**src/rtl/pwrgood_pkg.sv**
```systemverilog
package pwrgood_pkg;

    typedef enum logic [2:0] {
        ST_OFF,
        ST_RAMP,
        ST_SETTLE,
        ST_GOOD,
        ST_UV_RUN,
        ST_UV_REST
    } pg_state_t;

    function automatic int max_of(input int a, input int b);
        return (a > b) ? a : b;
    endfunction

endpackage

```
**src/rtl/pg_deglitch.sv**
```systemverilog
// Passes a raw flag through only after it has differed from the filtered
// value for HOLD_TICKS consecutive ticks; shorter excursions are dropped.
module pg_deglitch #(
    parameter int CNT_W      = 8,
    parameter int HOLD_TICKS = 3
) (
    input  logic clk,
    input  logic rst_n,
    input  logic clr,
    input  logic tick,
    input  logic raw,
    output logic filt
);
    localparam logic [CNT_W-1:0] HOLD_L = CNT_W'(HOLD_TICKS);

    logic [CNT_W-1:0] cnt;

    always_ff @(posedge clk or negedge rst_n) begin
        if (!rst_n) begin
            filt <= 1'b0;
            cnt  <= '0;
        end else if (clr) begin
            filt <= 1'b0;
            cnt  <= '0;
        end else if (raw == filt) begin
            cnt <= '0;
        end else if (tick) begin
            if (cnt == HOLD_L - 1'b1) begin
                filt <= raw;
                cnt  <= '0;
            end else begin
                cnt <= cnt + 1'b1;
            end
        end
    end

endmodule

```
**src/rtl/pg_tick_timer.sv**
```systemverilog
// Saturating tick counter; expired once limit ticks were seen since clear.
module pg_tick_timer #(
    parameter int CNT_W = 8
) (
    input  logic             clk,
    input  logic             rst_n,
    input  logic             clr,
    input  logic             tick,
    input  logic [CNT_W-1:0] limit,
    output logic             expired
);
    logic [CNT_W-1:0] cnt;

    always_ff @(posedge clk or negedge rst_n) begin
        if (!rst_n) begin
            cnt <= '0;
        end else if (clr) begin
            cnt <= '0;
        end else if (tick && (cnt < limit)) begin
            cnt <= cnt + 1'b1;
        end
    end

    assign expired = (cnt >= limit);

endmodule

```
**src/rtl/pg_fsm.sv**
```systemverilog
module pg_fsm
    import pwrgood_pkg::*;
(
    input  logic      clk,
    input  logic      rst_n,
    input  logic      active,
    input  logic      all_ok,
    input  logic      any_uv,
    input  logic      phase_done,
    input  logic      rp_done,
    output pg_state_t state,
    output logic      phase_clr,
    output logic      rp_clr,
    output logic      conv_en,
    output logic      softstart,
    output logic      pgood
);
    pg_state_t nxt;

    // state register
    always_ff @(posedge clk or negedge rst_n) begin
        if (!rst_n) state <= ST_OFF;
        else        state <= nxt;
    end

    // transitions
    always_comb begin
        nxt = state;
        if (!active) begin
            nxt = ST_OFF;
        end else begin
            unique case (state)
                ST_OFF:     nxt = ST_RAMP;
                ST_RAMP:    if (phase_done) nxt = ST_SETTLE;
                ST_SETTLE: begin
                    if (any_uv)                 nxt = ST_UV_RUN;
                    else if (all_ok && rp_done) nxt = ST_GOOD;
                end
                ST_GOOD:    if (any_uv)     nxt = ST_UV_RUN;
                ST_UV_RUN:  if (phase_done) nxt = ST_UV_REST;
                ST_UV_REST: if (phase_done) nxt = ST_RAMP;
            endcase
        end
    end

    assign phase_clr = (nxt != state);
    assign rp_clr    = (state != ST_SETTLE) || !all_ok;

    // registered outputs, decoded from the state being entered
    always_ff @(posedge clk or negedge rst_n) begin
        if (!rst_n) begin
            conv_en   <= 1'b0;
            softstart <= 1'b0;
            pgood     <= 1'b0;
        end else begin
            unique case (nxt)
                ST_OFF, ST_UV_REST: begin
                    conv_en <= 1'b0; softstart <= 1'b0; pgood <= 1'b0;
                end
                ST_RAMP: begin
                    conv_en <= 1'b1; softstart <= 1'b1; pgood <= 1'b0;
                end
                ST_SETTLE, ST_UV_RUN: begin
                    conv_en <= 1'b1; softstart <= 1'b0; pgood <= 1'b0;
                end
                ST_GOOD: begin
                    conv_en <= 1'b1; softstart <= 1'b0; pgood <= 1'b1;
                end
            endcase
        end
    end

endmodule

```
**src/rtl/pwrgood_supervisor.sv**
```systemverilog
module pwrgood_supervisor
    import pwrgood_pkg::*;
#(
    parameter int NUM_CH     = 3,
    parameter int SS_TICKS   = 6000,
    parameter int DG_TICKS   = 22000,
    parameter int RP_TICKS   = 2000000,
    parameter int HON_TICKS  = 24000,
    parameter int HOFF_TICKS = 30000
) (
    input  logic              clk,
    input  logic              rst_n,
    input  logic              tick,
    input  logic              enable_in,
    input  logic              fault_free,
    input  logic [NUM_CH-1:0] uv_raw,
    input  logic [NUM_CH-1:0] ok_raw,
    output logic              conv_en,
    output logic              softstart,
    output logic              pgood
);
    localparam int T_MAX = max_of(max_of(max_of(SS_TICKS, DG_TICKS), max_of(RP_TICKS, HON_TICKS)), HOFF_TICKS);
    localparam int CNT_W = $clog2(T_MAX + 1) + 1;

    localparam logic [CNT_W-1:0] SS_L   = CNT_W'(SS_TICKS);
    localparam logic [CNT_W-1:0] RP_L   = CNT_W'(RP_TICKS);
    localparam logic [CNT_W-1:0] HON_L  = CNT_W'(HON_TICKS);
    localparam logic [CNT_W-1:0] HOFF_L = CNT_W'(HOFF_TICKS);

    logic              active;
    logic [NUM_CH-1:0] uv_filt;
    logic [NUM_CH-1:0] ok_filt;
    logic              all_ok, any_uv;
    logic              phase_clr, rp_clr, phase_done, rp_done;
    logic [CNT_W-1:0]  phase_limit;
    pg_state_t         state;

    assign active = enable_in && fault_free;

    for (genvar ch = 0; ch < NUM_CH; ch++) begin : g_chan
        pg_deglitch #(.CNT_W(CNT_W), .HOLD_TICKS(DG_TICKS)) u_uv_dg (
            .clk(clk), .rst_n(rst_n), .clr(!active), .tick(tick),
            .raw(uv_raw[ch]), .filt(uv_filt[ch])
        );
        pg_deglitch #(.CNT_W(CNT_W), .HOLD_TICKS(DG_TICKS)) u_ok_dg (
            .clk(clk), .rst_n(rst_n), .clr(!active), .tick(tick),
            .raw(ok_raw[ch]), .filt(ok_filt[ch])
        );
    end

    assign all_ok = &ok_filt;
    assign any_uv = |uv_filt;

    always_comb begin
        unique case (state)
            ST_RAMP:    phase_limit = SS_L;
            ST_UV_RUN:  phase_limit = HON_L;
            ST_UV_REST: phase_limit = HOFF_L;
            default:    phase_limit = SS_L;
        endcase
    end

    pg_tick_timer #(.CNT_W(CNT_W)) u_phase_tmr (
        .clk(clk), .rst_n(rst_n), .clr(phase_clr || !active), .tick(tick),
        .limit(phase_limit), .expired(phase_done)
    );

    pg_tick_timer #(.CNT_W(CNT_W)) u_reset_tmr (
        .clk(clk), .rst_n(rst_n), .clr(rp_clr || !active), .tick(tick),
        .limit(RP_L), .expired(rp_done)
    );

    pg_fsm u_fsm (
        .clk(clk), .rst_n(rst_n), .active(active), .all_ok(all_ok),
        .any_uv(any_uv), .phase_done(phase_done), .rp_done(rp_done),
        .state(state), .phase_clr(phase_clr), .rp_clr(rp_clr),
        .conv_en(conv_en), .softstart(softstart), .pgood(pgood)
    );

endmodule

```
**config.mk**
```make
export PLATFORM = sky130hd
export DESIGN_NAME = pwrgood_supervisor
export DESIGN_NICKNAME = d
export VERILOG_FILES = /design/src/rtl/pwrgood_pkg.sv /design/src/rtl/pg_deglitch.sv /design/src/rtl/pg_tick_timer.sv /design/src/rtl/pg_fsm.sv /design/src/rtl/pwrgood_supervisor.sv
export SDC_FILE = /design/constraint.sdc
export NUM_CORES = 1
export LEC_CHECK = 0
export BUFFER_PORTS_ARGS = -buffer_cell sky130_fd_sc_hd__buf_2
export CAP_MARGIN = 20
export CORE_ASPECT_RATIO = 0.9
export CORE_MARGIN = 8
export CORE_UTILIZATION = 51
export DETAILED_ROUTE_END_ITERATION = 10
export GPL_ROUTABILITY_DRIVEN = 1
export HOLD_SLACK_MARGIN = 0.15
export PLACE_DENSITY = 0.75
export SYNTH_ARGS = -nofsm -noshare
export SYNTH_HDL_FRONTEND = slang
export SYNTH_SLANG_ARGS = --single-unit
```
**constraint.sdc**
```tcl
create_clock -name clk -period 7.2 [get_ports clk]
set_input_delay 1.44 -clock clk [delete_from_list [all_inputs] [get_ports clk]]
set_output_delay 1.44 -clock clk [all_outputs]
set_load 0.005 [all_outputs]
```
==> summary.md <==
| Metric | Value |
|---|---|
| Final core utilization | around 56% |
| Drt first pass iters | 4 |
| Avg Vias per Cell | 5.47 |
| Cells along the critical path | nor2b_1 -> nand2_1 -> ha_1 -> a31oi_1 -> o21ai_0 -> a211o_1 -> or2_1 -> or4_4 -> a211oi_2 |
| Worst-margin pin slew | around 0.9 ns |
| WP data arrival | about 3.7 ns |
| Max cap viols | 0 |
| Largest stage delay, worst path | around 0.5 ns |
| Post-DRT Antenna Nets | 0 |
| Largest net degree at the start of global routing | about 120 |
| Seq/Total Area, Yosys | between 40% and 50% |
| EDFF count, synth | 0 |
| Syn-to-layout area delta | 8.74% |
| Ys async rst share | 100% |
| Post-synth top area share | about 48% |
| Critical path buffers and inverters | 0 |
| Adder-Cell Fraction of Synth Area | 2.29% |
| #FFs+latches synth | approximately 190 |
| RSZ-0062 raised after global routing | false |
| Period utilization | a little under half |
| Skew final | between 0.007 and 0.008 ns |
| Reg clk slew, reported paths | 0.07 ns |
| YS warnings | 0 |
| Global Route Usage Sum | between 10% and 20% |
| Later-pin clock latency in the skew report | 0.43 ns |
| Initial antenna violation count | 1 |
| Vias in the first global route | 7196 |
| Pleak | approximately 4.3 nW |
| Crit path max fanout | 15 |
| CP max stage cell | or4_4 |
| I/O pin count | 14 |
| Startpoint types | flip-flop |
| Hold crit path type | flip-flop to flip-flop |
| Port buffer count | 13 |
| Top-count cell post-synth | nor2_1 |
| Critical path class | flip-flop to flip-flop |
| CP required | 7.55 ns |
| CTS Buffer Depth | 2 |
| Die area | around 24000 sq um |
| Status | completed |
| Die X | roughly 160 um |
| Syn Inst Count | around 1.1k |
| Clock Root Buffer | clkbuf_16 |
| Initial Utilization | slightly above 50% |
| Die Y | around 150 um |
| Final wirelength | 19.0 mm |
| Share of layout cells above drive strength 1 | under 10% |
| WL per Instance | 14.3 um |
| DP Area | a little over 10000 sq um |
| Fmax | approximately 0.30 GHz |
| Net Count, Synth | roughly 1.1k |
| Mapped Area | 9850 sq um |
| Core Footprint | approximately 19000 sq um |
| TritonCTS Buffers | 17 |
| Top cell type by total area after synthesis | dfrtp_1 |
| Global route total overflow | 0 |
| # rows | 48 |
| Post-synth top flop | dfrtp_1 |
| Clk sinks | 188 |
| Setup TNS | 0 ns |
| Slew Limit Fails | 0 |
| Fillers | roughly 1.7k |
| Post-CTS Resized | 0 |
| PD cells | between 150 and 200 nW/um^2 |
| Post-CTS setup buffers | 0 |
| Synthesized area per cell | 9.28 sq um |
| Simple-gate area share of the yosys netlist | a little over a quarter |
| Synth Area in XOR/XNOR | between 10 and 15% |
| Number of remaining DRC errors | 0 |
| Largest family of logic cells by synthesized area | simple AND/OR/NAND/NOR gates |
| Cell variety after synth | 56 |
| Tmin final | ~3.4 ns |
| 1st-iter DRT viols | 480 |
| Final GP Congestion | between 0.8 and 0.9 |
| Post-synthesis mux area share | less than 1% |
| VDD IR max | 0.000147 V |
| First-pass GRT wire length | approximately 34 mm |
| Final Setup Violations | 0 |
| CP delay by family, top | simple AND/OR/NAND/NOR gates |
| Worst setup EP type | flip-flop |
| Htree depth | 4 |
| Nets | between 1k and 1.5k |
| Post-synthesis compound-gate area fraction | approximately 6.1% |
| Hold_buf cts | 0 |
| Dpl hpwl | 13.0 mm |
| Vias | 7273 |
| CTS tree | done |
| Worst slew margin | 40.3% |
| Fin. Hold Viols | 0 |
| Synth top area cells | dfrtp_1 (48%), nor2_1 (7.5%), xor2_1 (7.0%) |
| Synth top cells by count | nor2_1 (196), dfrtp_1 (188), nand2_1 (101) |
| Post-Layout Inst Area | between 10000 and 15000 sq um |
state kept, by name, summed over array words and instances (netlist names):
signal               count
u_fsm.pgood              1
u_reset_tmr.cnt         22
g_chan.u_uv_dg.cnt      66
u_phase_tmr.cnt         22
g_chan.u_ok_dg.cnt      66
u_fsm.softstart          1
g_chan.u_uv_dg.filt      3
u_fsm.conv_en            1
g_chan.u_ok_dg.filt      3
u_fsm.state              3
kinds of logic after synthesis:
family | Yosys count
buffers and inverters | 64
AO/OA/AOI/OAI | 82
multiplexers | 4
XOR/XNOR | 154
adder cells (fa/ha/maj) | 18
flip-flops | 188
AND/OR/NAND/NOR | 552
where the power goes:
group / switching [mW] / internal (mW)
Clock: 0.424 / 0.488
Combinational: 0.0583 / 0.0137
Sequential: 0.00412 / 1.06
Total: 0.486 / 1.56
worst register-to-register path, cell delays in order (launching register included):
cell and delay (ns):
dfrtp_1 0.44, nor2b_1 0.48, nand2_1 0.15, ha_1 0.31, a31oi_1 0.16, o21ai_0 0.12, a211o_1 0.50, or2_1 0.41
or4_4 0.52, a211oi_2 0.22
layout make-up:
class | instances | area (sq um) | area share, %
clock buffers | 17 | 425 | 3.97
diodes | 1 | 2.50 | 0.0234
flip-flops and latches | 188 | 4700 | 43.9
repair buffers | 17 | 104 | 0.970
clock inverters | 15 | 151 | 1.41
inverters | 32 | 120 | 1.12
multi-input cells | 810 | 4890 | 45.7
well taps | 250 | 313 | 2.92
placed cells by master (no fill, tap or decap), types with 3 or more instances in the layout:
cell type  synthesis  routed
inv_6              0       8
and4_1            14      14
or2_2              5       5
and3_1            27      27
o31ai_1            8       8
nand3_1           62      62
a21oi_1           20      20
nor2b_1            6       6
a22o_1             4       4
clkbuf_16          0      17
nor4b_1            9       9
nor3_1            42      42
a211oi_1           4       4
dfrtp_1          188     188
xor2_1            79      79
a21o_1             4       4
ha_1              18      18
clkinv_4           0       5
mux2i_1            3       3
or3_1              8       8
a2111oi_2          5       5
nor3b_1            6       6
nor4bb_1           4       4
and2_1            11      11
buf_2              6      12
nand2_1          101     101
nor4_1            17      17
buf_4              0       4
o211ai_1           3       3
nand4_1           34      34
nor2_1           196     196
xnor2_1           75      75
inv_1             32      32
nand2b_1           3       3
a31oi_1            3       3
o21ai_0           11      11
per-stage QoR:
step / total power, mW / instances / worst slack [ns] / hold slack [ns]
detailed placement: 1.16 / 1297 / 3.58 / 0.503
global placement: 1.16 / 1297 / 3.63 / 0.498
CTS: 2.07 / 1329 / 3.85 / 0.516
finish: 2.05 / 1330 / 3.82 / 0.514
global route: 2.12 / 1330 / 3.57 / 0.539
floorplan: 1.12 / 1062 / 4.11 / 0.476
worst paths after layout:
check                                        from                         to  slack, ns  depth (start not counted)
min reg2reg                g_chan[0].u_ok_dg.filt     g_chan[0].u_ok_dg.filt       0.51                          1
max reg2reg                        u_fsm.state[2]         u_phase_tmr.cnt[8]       3.82                          9
min                        g_chan[0].u_ok_dg.filt     g_chan[0].u_ok_dg.filt       0.51                          1
min in group asynchronous                   rst_n  g_chan[1].u_uv_dg.cnt[18]       1.15                          1
max                                u_fsm.state[2]         u_phase_tmr.cnt[8]       3.82                          9
max in group asynchronous                   rst_n  g_chan[2].u_uv_dg.cnt[13]       4.62                          2
per-layer routing:
| layer | global-route usage [%] | vias to the layer above | routed length [um] |
|---|---|---|---|
| met5 | 0 | - | 0 |
| met4 | 5.04 | 0 | 213 |
| met1 | 23.3 | 3516 | 9450 |
| met2 | 26.5 | 85 | 8670 |
| met3 | 3.20 | 16 | 691 |
| li1 | - | 3656 | - |
(Power assumes the default switching activity.)
